==> src/rtl/cfg_loader_pkg.sv <==
package cfg_loader_pkg;

    typedef enum logic [2:0] {
        ST_IDLE       = 3'd0,
        ST_CFG_SETUP  = 3'd1,
        ST_CFG_STROBE = 3'd2,
        ST_WSR_SETUP  = 3'd3,
        ST_WSR_STROBE = 3'd4,
        ST_RESTORE    = 3'd5
    } seq_state_t;

endpackage

==> src/rtl/cfg_loader_timer.sv <==
module cfg_loader_timer #(
    parameter int DIV_W    = 8,
    parameter int MIN_HALF = 2
) (
    input  logic             clk,
    input  logic             rst_n,
    input  logic             reload,
    input  logic [DIV_W-1:0] half_cfg,
    output logic             expire
);
    localparam logic [DIV_W-1:0] MIN_V = DIV_W'(MIN_HALF);

    logic [DIV_W-1:0] cnt_d, cnt_q;
    logic [DIV_W-1:0] half_eff;

    always_comb begin
        half_eff = (half_cfg < MIN_V) ? MIN_V : half_cfg;
        cnt_d    = cnt_q;
        if (reload) begin
            cnt_d = half_eff - DIV_W'(1);
        end else if (cnt_q != '0) begin
            cnt_d = cnt_q - DIV_W'(1);
        end
    end

    always_ff @(posedge clk) begin
        if (!rst_n) cnt_q <= '0;
        else        cnt_q <= cnt_d;
    end

    assign expire = (cnt_q == '0);

endmodule

==> src/rtl/cfg_loader_shreg.sv <==
module cfg_loader_shreg #(
    parameter int W = 8
) (
    input  logic         clk,
    input  logic         rst_n,
    input  logic         load,
    input  logic [W-1:0] load_val,
    input  logic         shift,
    output logic         msb
);
    logic [W-1:0] sh_d, sh_q;

    always_comb begin
        sh_d = sh_q;
        if (load)       sh_d = load_val;
        else if (shift) sh_d = {sh_q[W-2:0], 1'b0};
    end

    always_ff @(posedge clk) begin
        if (!rst_n) sh_q <= '0;
        else        sh_q <= sh_d;
    end

    assign msb = sh_q[W-1];

endmodule

==> src/rtl/cfg_loader_top.sv <==
module cfg_loader_top
    import cfg_loader_pkg::*;
#(
    parameter int              DATA_W    = 8,
    parameter int              ADDR_W    = 4,
    parameter int              DIV_W     = 8,
    parameter int              MIN_HALF  = 2,
    parameter logic [ADDR_W-1:0] CFG_ADDR  = 4'b1100,
    parameter logic [ADDR_W-1:0] WSR_ADDR  = 4'b1101,
    parameter logic [ADDR_W-1:0] IDLE_ADDR = 4'b0000
) (
    input  logic              clk,
    input  logic              rst_n,
    input  logic              host_wr,
    input  logic [DATA_W-1:0] host_cfg,
    input  logic [DATA_W-1:0] host_wsr,
    input  logic [DIV_W-1:0]  sck_half,
    input  logic              wr_lvl,
    input  logic              sample_en,
    output logic [ADDR_W-1:0] chip_addr,
    output logic              chip_sclk,
    output logic              chip_sdi,
    output logic              chip_wr,
    output logic              chip_en,
    output logic              busy,
    output logic              done,
    output logic              err
);
    localparam int BIT_W = (DATA_W > 1) ? $clog2(DATA_W) : 1;
    localparam logic [BIT_W-1:0] LAST_BIT = BIT_W'(DATA_W - 1);

    typedef struct packed {
        seq_state_t        st;
        logic              hi;
        logic [BIT_W-1:0]  bit_n;
        logic [ADDR_W-1:0] addr;
        logic              sclk;
        logic              wr;
        logic              saved;
        logic              en;
        logic              busy;
        logic              done;
        logic              err;
        logic [DATA_W-1:0] wsr_hold;
    } regs_t;

    localparam regs_t RESET_R = '{
        st: ST_IDLE, hi: 1'b0, bit_n: '0, addr: IDLE_ADDR, sclk: 1'b0,
        wr: 1'b0, saved: 1'b0, en: 1'b0, busy: 1'b0, done: 1'b0,
        err: 1'b0, wsr_hold: '0
    };

    regs_t r_d, r_q;

    logic              tmr_reload;
    logic              tmr_expire;
    logic              sh_load;
    logic [DATA_W-1:0] sh_val;
    logic              sh_shift;
    logic              sdi_w;

    cfg_loader_timer #(
        .DIV_W    (DIV_W),
        .MIN_HALF (MIN_HALF)
    ) u_timer (
        .clk      (clk),
        .rst_n    (rst_n),
        .reload   (tmr_reload),
        .half_cfg (sck_half),
        .expire   (tmr_expire)
    );

    cfg_loader_shreg #(
        .W (DATA_W)
    ) u_shreg (
        .clk      (clk),
        .rst_n    (rst_n),
        .load     (sh_load),
        .load_val (sh_val),
        .shift    (sh_shift),
        .msb      (sdi_w)
    );

    always_comb begin
        r_d        = r_q;
        r_d.done   = 1'b0;
        r_d.en     = sample_en;
        tmr_reload = 1'b0;
        sh_load    = 1'b0;
        sh_val     = host_cfg;
        sh_shift   = 1'b0;

        unique case (r_q.st)
            ST_IDLE: begin
                r_d.wr   = wr_lvl;
                r_d.addr = IDLE_ADDR;
                r_d.sclk = 1'b0;
                if (host_wr) begin
                    r_d.st       = ST_CFG_SETUP;
                    r_d.busy     = 1'b1;
                    r_d.wr       = 1'b0;
                    r_d.saved    = wr_lvl;
                    r_d.addr     = CFG_ADDR;
                    r_d.err      = 1'b0;
                    r_d.wsr_hold = host_wsr;
                    sh_load      = 1'b1;
                    sh_val       = host_cfg;
                    tmr_reload   = 1'b1;
                end
            end
            ST_CFG_SETUP, ST_WSR_SETUP: begin
                if (tmr_expire) begin
                    r_d.st     = (r_q.st == ST_CFG_SETUP) ? ST_CFG_STROBE : ST_WSR_STROBE;
                    r_d.sclk   = 1'b1;
                    r_d.hi     = 1'b1;
                    r_d.bit_n  = '0;
                    tmr_reload = 1'b1;
                end
            end
            ST_CFG_STROBE, ST_WSR_STROBE: begin
                if (tmr_expire) begin
                    tmr_reload = 1'b1;
                    if (r_q.hi) begin
                        r_d.sclk = 1'b0;
                        r_d.hi   = 1'b0;
                        if (r_q.bit_n != LAST_BIT) sh_shift = 1'b1;
                    end else if (r_q.bit_n == LAST_BIT) begin
                        if (r_q.st == ST_CFG_STROBE) begin
                            r_d.st   = ST_WSR_SETUP;
                            r_d.addr = WSR_ADDR;
                            sh_load  = 1'b1;
                            sh_val   = r_q.wsr_hold;
                        end else begin
                            r_d.st   = ST_RESTORE;
                            r_d.addr = IDLE_ADDR;
                        end
                    end else begin
                        r_d.bit_n = r_q.bit_n + BIT_W'(1);
                        r_d.sclk  = 1'b1;
                        r_d.hi    = 1'b1;
                    end
                end
            end
            ST_RESTORE: begin
                if (tmr_expire) begin
                    r_d.st   = ST_IDLE;
                    r_d.busy = 1'b0;
                    r_d.done = 1'b1;
                    r_d.wr   = r_q.saved;
                end
            end
            default: r_d = RESET_R;
        endcase

        if (r_q.busy && host_wr) r_d.err = 1'b1;
    end

    always_ff @(posedge clk) begin
        if (!rst_n) r_q <= RESET_R;
        else        r_q <= r_d;
    end

    assign chip_addr = r_q.addr;
    assign chip_sclk = r_q.sclk;
    assign chip_sdi  = sdi_w;
    assign chip_wr   = r_q.wr;
    assign chip_en   = r_q.en;
    assign busy      = r_q.busy;
    assign done      = r_q.done;
    assign err       = r_q.err;

    AST_WR_LOW_ON_REG_ADDR: assert property (@(posedge clk) disable iff (!rst_n)
        (chip_addr == CFG_ADDR || chip_addr == WSR_ADDR) |-> !chip_wr);
    AST_SDI_HELD_WHILE_HIGH: assert property (@(posedge clk) disable iff (!rst_n)
        (chip_sclk && $past(chip_sclk)) |-> $stable(chip_sdi));
    AST_EDGE_AT_REG_ADDR: assert property (@(posedge clk) disable iff (!rst_n)
        $rose(chip_sclk) |-> (chip_addr == CFG_ADDR || chip_addr == WSR_ADDR));
    AST_SCLK_ONLY_BUSY: assert property (@(posedge clk) disable iff (!rst_n)
        chip_sclk |-> busy);
    AST_DONE_ENDS_BUSY: assert property (@(posedge clk) disable iff (!rst_n)
        done |-> (!busy && $past(busy)));
    AST_COLLISION_FLAG: assert property (@(posedge clk) disable iff (!rst_n)
        (busy && host_wr) |=> err);

endmodule

==> config.mk <==
export PLATFORM = sky130hd
export DESIGN_NAME = cfg_loader_top
export DESIGN_NICKNAME = d
export VERILOG_FILES = /design/src/rtl/cfg_loader_pkg.sv /design/src/rtl/cfg_loader_timer.sv /design/src/rtl/cfg_loader_shreg.sv /design/src/rtl/cfg_loader_top.sv
export SDC_FILE = /design/constraint.sdc
export NUM_CORES = 1
export LEC_CHECK = 0
export BUFFER_PORTS_ARGS = -buffer_cell sky130_fd_sc_hd__buf_2
export CAP_MARGIN = 20
export CELL_PAD_IN_SITES_DETAIL_PLACEMENT = 0
export CELL_PAD_IN_SITES_GLOBAL_PLACEMENT = 2
export CORE_MARGIN = 5
export CORE_UTILIZATION = 32
export DETAILED_ROUTE_END_ITERATION = 8
export PLACE_DENSITY = 0.9
export SLEW_MARGIN = 20
export SYNTH_ARGS = -nofsm -noshare
export SYNTH_HDL_FRONTEND = slang
export SYNTH_SLANG_ARGS = --single-unit
==> constraint.sdc <==
create_clock -name clk -period 2.9 [get_ports clk]
set_clock_uncertainty 0.1 [all_clocks]
set_input_delay 0.435 -clock clk [delete_from_list [all_inputs] [get_ports clk]]
set_output_delay 0.435 -clock clk [all_outputs]
set_load 0.05 [all_outputs]
==> impl_results.md <==
- Die Ht: 92.2 µm
- CTS tree: built
- Final setup fails: 0
- Cells resized by post-CTS repair: 0
- Cell-by-cell trace of the critical path: nor4_2 -> and2_1 -> a31oi_1 -> or3_1 -> o21ai_0 -> ha_1 -> nand2b_1 -> nor4_1 -> xor2_1 -> nor2_1 -> a211oi_1
- Worst skew pair latency: 0.30 ns
- Share of layout cells above drive strength 1: 23.1%
- Unrepaired setup endpoints after global routing: no
- Post-CTS setup buffer count: 0
- Pleak: 1.03 nW
- Iteration count of the initial detailed-routing pass: 4
- Cts bufs inserted: 5
- Crit start category: register
- Initial drt markers: 100
- Tightest Pin Transition: 0.557 ns
- Final TNS setup: 0 ns
- Hold buffer count at CTS: 0
- Max Freq: 0.378 GHz
- Number of global-route vias before repair: 1,974
- First-pass GRT wire length: 9.43 mm
- Core ar.: 0.00668 mm²
- Number of H-tree levels: 2
- P per Cell Area: 765 mW/mm²
- Worst endpoint data arrival time: 2.77 ns
- Wire length per cell: 14.4 µm
- Critical Path RT: 3.02 ns
- Sequential area share after synthesis: 37.0%
- Fin crit share: 91.2%
- Worst path slowest cell: dfxtp_1
- Critical path class: reg2reg
- GR Overflow Total: 0
- Initial cell density of the core: 32.4%
- Post-synthesis cell area: 0.00216 mm²
- Flop-to-flop setup slack: 0.26 ns
- Synthesis warning total: 0
- Peak supply drop: 245 µV
- I/O pins: 40
- Slew Viols, Final: 0
- Critical path's largest stage delay: 0.37 ns
- Gpl congestion: 0.790
- Pin count of the biggest net entering global routing: 26
- N_diodes: 0
- Async S/R FF share, synth: 0%
- Synth cell types: 53
- Final Hold Fails: 0
- Critical Path End Type: register
- Number of routed nets with antenna violations: 0
- Layout area overhead: 18.2%
- Tot GR Track Use: 13.8%
- Clk slew on worst S/H paths: 0.08 ns
- Crit-path max FO: 5
- DP Wirelength: 3.95 mm
- Final WL: 5.60 mm
- Filler cell count: 723
- Initial antenna violation count: 0
- Fin util: 38.3%
- Relative slew slack: 62.8%
- Ys flop type: dfxtp_1
- Clock sink count: 40
- Non-Filler Instances: 388
- Cell count after synthesis: 268
- Post-route cell area: 0.00256 mm²
- Outcome: finished, final reports clean
- Syn_nets: 300
- Pwr Total: 1.96 mW
- Placed inst area: 0.00245 mm²
- Drt drc: 0
- Longest Clk Path Bufs: 2
- Layout Nets: 339
- Tmin final: 2.64 ns
- Placed Cells: 380
- Number of synthesized register bits: 40
- CTS root buf: clkbuf_8
- Max-cap violation count: 0
- Post-synth EDFFs: 0
- Vias per inst: 5.29
- Syn_area_per_cell: 8.08 µm²
- Site row count: 30
- Input/output buffers: 38
- Die width: 92.2 µm
- Die Area: 0.00851 mm²
- Vias: 2,051
- Worst hold-check path type: in2reg
## layout make-up
type | instances | area (µm²) | share of cell area [%]
flip-flops and latches | 40 | 801 | 31.3
well taps | 80 | 100 | 3.91
inverters | 4 | 15.0 | 0.587
clock inverters | 2 | 35.0 | 1.37
repair buffers | 53 | 303 | 11.8
multi-input cells | 203 | 1230 | 48.1
clock buffers | 6 | 72.6 | 2.84
## power breakdown
group / switching [mW] / internal [mW]
Clock: 0.202 / 0.256
Combinational: 0.459 / 0.305
Sequential: 0.0857 / 0.650
Total: 0.747 / 1.21
## logic make-up after synthesis
group           after synthesis  synth area share (%)
simple gates                119                  28.2
compound gates               61                  18.6
flops                        40                  37.0
buf+inv                      25                  6.13
mux                          10                  4.62
xor+xnor                      9                  3.64
fa+ha+maj                     3                  1.73
other cells                   1                 0.173
## metrics by stage
step / hold WS (ns) / setup WS, ns
2_1_floorplan: 0.332 / 0.188
3_3_place_gp: 0.343 / 0.120
3_5_place_dp: 0.348 / 0.0810
4_1_cts: 0.255 / 0.254
5_1_grt: 0.268 / 0.0616
6_report: 0.260 / 0.256
## routing by layer
metal  track usage (%)  up-vias  share of wire [%]  wire length (µm)
met5                 0        -                  0                 0
met1              17.7      962                 48              2700
li1                  -     1043                  -                 -
met3              3.20        4                3.7               207
met2              23.1       42                 47              2640
met4              3.84        0               0.91                51
## Yosys cell counts (3+ instances only)
cell type	count	area, µm²
a211oi_1	6	45.0
a21oi_1	23	115
a32o_1	6	60.1
buf_2	3	15.0
buf_4	5	37.5
clkbuf_1	9	33.8
dfxtp_1	40	801
ha_1	3	37.5
inv_1	4	15.0
mux2i_1	10	100
nand2_1	29	109
nand3_1	17	85.1
nor2_1	32	120
nor2b_1	3	18.8
nor3_1	11	55.1
nor4_1	3	18.8
o21ai_0	10	50.1
or3_1	3	18.8
xnor2_1	3	26.3
xor2_1	6	52.6
## cells in the final DEF, fill, tap and decap left out, types with 4 or more instances in the layout
cell      synthesis  final
a211oi_1          6      6
nand2_1          29     29
nor2_1           32     32
buf_2             3     38
a21oi_1          23     23
clkbuf_8          0      5
dfxtp_1          40     40
nor3_1           11     11
o21ai_0          10     10
buf_4             5     15
a32o_1            6      6
xor2_1            6      6
inv_1             4      4
nand3_1          17     17
mux2i_1          10     10
## state kept, by name, indices dropped and copies added, names as in the netlist
name           flops
u_shreg.sh_q       8
chip_en            1
err                1
busy               1
chip_addr          2
u_timer.cnt_q      8
r_q               16
chip_wr            1
done               1
chip_sclk          1
## path summary, 6_finish.rpt
path / startpoint / endpoint / cells past startpoint
worst max-delay path: u_timer.cnt_q[3]$_SDFFE_PN0P_ / u_timer.cnt_q[6]$_SDFFE_PN0P_ / 11
worst min-delay path: sample_en / chip_en$_SDFF_PN0_ / 2
worst max register to register: u_timer.cnt_q[3]$_SDFFE_PN0P_ / u_timer.cnt_q[6]$_SDFFE_PN0P_ / 11
worst min register to register: r_q[1]$_SDFFE_PN0P_ / r_q[1]$_SDFFE_PN0P_ / 2
## critical path: cells and delay by family (launching register included)
kind                     cells  cell delay, ns
flip-flops                   1            0.37
XOR/XNOR                     1            0.18
AO/OA/AOI/OAI                3            0.41
adder cells (fa/ha/maj)      1            0.25
AND/OR/NAND/NOR              6            1.25
Note: power is estimated with default switching activity, not from simulation.
